**config.mk**
```make
export PLATFORM = sky130hd
export DESIGN_NAME = tmr_prescaled
export DESIGN_NICKNAME = d
export VERILOG_FILES = /design/src/rtl/tmr_prescaled.sv
export SDC_FILE = /design/constraint.sdc
export NUM_CORES = 1
export LEC_CHECK = 0
export BUFFER_PORTS_ARGS = -buffer_cell sky130_fd_sc_hd__buf_2
export CORE_MARGIN = 2
export CORE_UTILIZATION = 49
export DETAILED_ROUTE_END_ITERATION = 10
export PLACE_DENSITY = 0.77
export SLEW_MARGIN = 20
export SYNTH_ARGS = -nofsm -noshare
export SYNTH_HDL_FRONTEND = slang
export SYNTH_SLANG_ARGS = --single-unit
```
**constraint.sdc**
```tcl
create_clock -name clk -period 3.05 [get_ports clk]
set_input_delay 0.305 -clock clk [delete_from_list [all_inputs] [get_ports clk]]
set_output_delay 0.305 -clock clk [all_outputs]
set_load 0.02 [all_outputs]
```
**src/rtl/tmr_prescaled.sv**
```systemverilog
module tmr_prescaled #(
  parameter int CNT_W  = 8,
  parameter int CODE_W = 3
) (
  input  logic              clk,
  input  logic              rst_n,
  input  logic [CODE_W+2:0] ctrl,
  input  logic              instr_tick,
  input  logic              tmr_pin,
  input  logic              wdt_raw_tick,
  input  logic              cnt_load,
  input  logic [CNT_W-1:0]  cnt_wdata,
  output logic [CNT_W-1:0]  cnt_q,
  output logic              ovf_pulse,
  output logic              wdt_tick,
  output logic              pin_force_in
);
  localparam int PW    = 2 ** CODE_W;
  localparam int B_OWN = CODE_W;
  localparam int B_EDG = CODE_W + 1;
  localparam int B_SRC = CODE_W + 2;
  localparam logic [PW:0] ONE = (PW+1)'(1);

  wire [CODE_W-1:0] code   = ctrl[CODE_W-1:0];
  wire              to_wdt = ctrl[B_OWN];
  wire              fall   = ctrl[B_EDG];
  wire              ext    = ctrl[B_SRC];

  logic sync1, sync2, sync_d;
  logic [PW-1:0] pre_cnt;

  always_ff @(posedge clk) begin
    if (!rst_n) {sync1, sync2, sync_d} <= '0;
    else        {sync1, sync2, sync_d} <= {tmr_pin, sync1, sync2};
  end

  wire edge_ev = fall ? (sync_d & ~sync2) : (sync2 & ~sync_d);
  wire src_ev  = ext ? edge_ev : instr_tick;

  wire [PW:0]    tmr_span = ONE << ({1'b0, code} + (CODE_W+1)'(1));
  wire [PW:0]    wdt_span = ONE << code;
  wire [PW-1:0]  mask     = to_wdt ? PW'(wdt_span - ONE) : PW'(tmr_span - ONE);
  wire           pre_in   = to_wdt ? wdt_raw_tick : src_ev;
  wire           pre_out  = pre_in & ((pre_cnt & mask) == mask);

  always_ff @(posedge clk) begin
    if (!rst_n || cnt_load) pre_cnt <= '0;
    else if (pre_in)        pre_cnt <= pre_cnt + PW'(1);
  end

  wire tmr_inc = to_wdt ? src_ev : pre_out;

  always_ff @(posedge clk) begin
    if (!rst_n) begin
      cnt_q     <= '0;
      ovf_pulse <= 1'b0;
    end else begin
      ovf_pulse <= tmr_inc & ~cnt_load & (&cnt_q);
      if (cnt_load)     cnt_q <= cnt_wdata;
      else if (tmr_inc) cnt_q <= cnt_q + CNT_W'(1);
    end
  end

  assign wdt_tick     = to_wdt ? pre_out : wdt_raw_tick;
  assign pin_force_in = ext;

  assert_load_R2: assert property (@(posedge clk) disable iff (!rst_n)
    cnt_load |=> (cnt_q == $past(cnt_wdata) && pre_cnt == '0));

  assert_step_R10: assert property (@(posedge clk) disable iff (!rst_n)
    !cnt_load |=> (cnt_q == $past(cnt_q) || cnt_q == $past(cnt_q) + CNT_W'(1)));

  assert_ovf_wrap_R8: assert property (@(posedge clk) disable iff (!rst_n)
    ovf_pulse |-> (cnt_q == '0 && $past(cnt_q) == {CNT_W{1'b1}}));

  assert_ovf_single_R8: assert property (@(posedge clk) disable iff (!rst_n)
    ovf_pulse |=> !ovf_pulse);

  assert_wdt_idle_R6: assert property (@(posedge clk) disable iff (!rst_n)
    (to_wdt && !wdt_raw_tick) |-> !wdt_tick);
endmodule

```
==> summary.md <==
| Metric | Value |
|---|---|
| Status | finished clean |
| Complex-gate fraction of the synthesized area | 23.29% |
| CTS Buf Count | 3 |
| DRT Pass-1 Iters | 4 |
| Simple-gate portion of the synthesized area | 32.47% |
| Synthesized area per cell | ~8.1 um2 |
| Gate count after technology mapping | 184 |
| Critical Path RT | 2.74 ns |
| WL per Instance | 14.33 um |
| Clk pin slew, worst setup/hold paths | roughly 0.11 ns |
| EDFF count, synth | 0 |
| Global-route wire length before repair | roughly 6000 um |
| Post-route ant nets | 0 |
| Share of cells above drive strength 1 | between 30% and 40% |
| Post-synthesis adder-cell area fraction | under 10% |
| Top FF cell, synth | dfxtp_1 |
| Dpl hpwl | approximately 2600 um |
| Fin crit share | a little over nine tenths |
| Peak Freq | about 0.34 GHz |
| Max-slew violation count | 0 |
| Cell Area, Placed | 1719 um2 |
| Placed insts | 250 |
| GPL Wtd Cong | a little under 0.9 |
| Largest cells by area after synthesis | dfxtp_1 (27%), nor2_1 (5.0%), ha_1 (3.3%) |
| Clock buffer depth | 2 |
| # clock sinks | 20 |
| Worst-skew pair later-pin latency | slightly above 0.3 ns |
| Post-synth cell types | 58 |
| Worst EP arrival | roughly 2.7 ns |
| FFs w/ async S/R, synth | 0% |
| Largest family of logic cells by synthesized area | simple AND/OR/NAND/NOR gates |
| Mux share of post-synthesis cell area | about 2.2% |
| Fin area | ~1800 um2 |
| Final worst setup slack | 0.08863 ns |
| Worst setup SP type | primary input |
| Hold Crit Class | in2reg |
| Effective utilization at floorplan | between 50% and 60% |
| Total grt overflow | 0 |
| Total Power Consumption | approximately 0.68 mW |
| Buffers on Ports | 30 |
| Area share of the largest cell type after synthesis | 26.71% |
| # rows | 20 |
| Dpl ws | -0.09040 ns |
| Die H | approximately 60 um |
| P_leak | roughly 0.75 nW |
| Yosys synthesis warning count | 0 |
| Initial detailed-routing violation count | 92 |
| Largest net degree at the start of global routing | 18 |
| Pwr Density | roughly 370 nW/um2 |
| I/O Pins | 31 |
| Worst Tran Pin Value | about 0.58 ns |
| CTS tree | yes |
| Initial antenna violation count | 0 |
| VDD IR-drop max | between 0.0003 and 0.0004 V |
| Crit-path max FO | 4 |
| Max_slew headroom | approximately three fifths |
| Cell taking the most area after synthesis | dfxtp_1 |
| Hold Fails Final Rpt | 0 |
| Clk_skew | about 0.011 ns |
| Vias in the first global route | between 1k and 1.5k |
| Core Footprint | 2978 um2 |
| Gr usage total | a little over a fifth |
| WS Path Type | in2out |
| Utilization after layout | between 60% and 70% |
| FILL cells | about 270 |
| Post-synth top cells | dfxtp_1 (20), nor2_1 (20), nand2_1 (11), o21ai_0 (9) |
| DR vias | around 1.5k |
| Syn nets | between 200 and 250 |
| Synth Register Bits | 20 |
| Diodes inserted | 0 |
| Vias per cell | roughly 5.8 |
| Worst Setup End Kind | output pin |
| Post-Synth XOR/XNOR Area | under 10% |
| Post-Route WL | ~3600 um |
| Full die area | around 3500 um2 |
| Post-synthesis sequential area ratio | about a quarter |
| Tmin final | between 2 and 3 ns |
| CTS H-Tree Depth | 1 |
| Root buffer cell | clkbuf_4 |
| Post-Syn Area | between 1000 and 1500 um2 |
| Die width | between 50 and 60 um |
| Max_cap viols | 0 |
| Final Net Count | roughly 250 |
| Final Non-Filler Cells | 254 |
| Setup Viol. Count Final | 0 |
| Area delta synth->final | 22.20% |
| Cts hold-fix bufs | 0 |
| Drt drc | 0 |
-- per-stage QoR --
step / setup TNS [ns] / hold WS [ns]
after floorplan: 0 / 0.4119
after global placement: -0.08162 / 0.4195
after detailed placement: -0.5270 / 0.4231
after CTS: 0 / 0.1940
after global routing: -0.05812 / 0.1922
final: 0 / 0.2046
-- flip-flops by register name, summed over array words and instances, names as in the netlist --
signal / cells
cnt_q: 8
ovf_pulse: 1
pre_cnt: 8
sync1: 1
sync2: 1
sync_d: 1
-- worst max-delay path, stage by stage --
cell and delay [ns]:
buf_2 0.13, ha_4 0.24, or3b_4 0.38, a21oi_2 0.11, a21oi_1 0.07, ha_2 0.20, buf_4 0.15, xor2_1 0.15
nand2_1 0.06, o21ai_0 0.08, a211oi_2 0.23, nand4_1 0.13, a21boi_1 0.22, buf_4 0.18
-- power breakdown --
group	total, mW	leakage, nW	internal (mW)	switching [mW]
combinational	0.181	0.560	0.0815	0.0991
clock	0.218	0.0279	0.133	0.0854
sequential	0.281	0.164	0.272	0.00935
-- cell type report --
type | instances | area (um2) | area share [%]
multi-input cells | 144 | 1046 | 57.10
flip-flops and latches | 20 | 400.4 | 21.86
repair buffers | 44 | 257.7 | 14.07
well taps | 33 | 41.29 | 2.254
inverters | 9 | 33.78 | 1.844
clock inverters | 1 | 30.03 | 1.639
clock buffers | 3 | 22.52 | 1.230
-- placed cells by master, fill, tap and decap left out, types with 3 or more instances in the layout --
cell | synthesis | routed
inv_1 | 8 | 7
a21oi_1 | 5 | 4
nand2_1 | 11 | 11
nand4_1 | 8 | 8
xnor2_1 | 3 | 3
buf_4 | 4 | 15
nor2_1 | 20 | 20
a31o_2 | 4 | 4
dfxtp_1 | 20 | 20
and2_1 | 4 | 4
xor2_1 | 5 | 5
and3_1 | 6 | 6
o21ai_0 | 9 | 9
nor3_1 | 3 | 3
clkbuf_4 | 0 | 3
nand2b_1 | 3 | 3
and4_1 | 3 | 3
nand3b_1 | 3 | 3
nor3b_1 | 3 | 3
a21boi_0 | 4 | 3
nand3_1 | 3 | 3
nor2b_1 | 4 | 4
buf_2 | 4 | 29
-- kinds of logic after synthesis --
group / Yosys count
AOI/OAI and AO/OA: 45
and+or+nand+nor: 84
buffers and inverters: 20
xor gates and xnor gates: 8
adders and majority gates: 4
muxes: 3
DFF: 20
-- layer usage --
layer,vias up,wire (um),track usage [%]
li1,755,-,-
met1,700,1659,29.36
met4,0,34,7.468
met3,4,89,1.310
met5,-,0,0
met2,24,1855,36.42
-- path summary, 6_finish.rpt --
path	startpoint	endpoint	slack (ns)	cells past startpoint
setup / recovery	ctrl[0]	wdt_tick	0.09	14
hold / removal	tmr_pin	sync1	0.20	2
setup reg to reg	pre_cnt[2]	cnt_q[0]	0.97	5
hold reg to reg	sync1	sync2	0.45	1
-- timing repair --
item,CTS,global route
resized for setup,3,10
setup endpoints to repair,1,3
pin swaps,0,3
setup buffers,0,0
No activity file was read; power rests on OpenSTA's default activity.
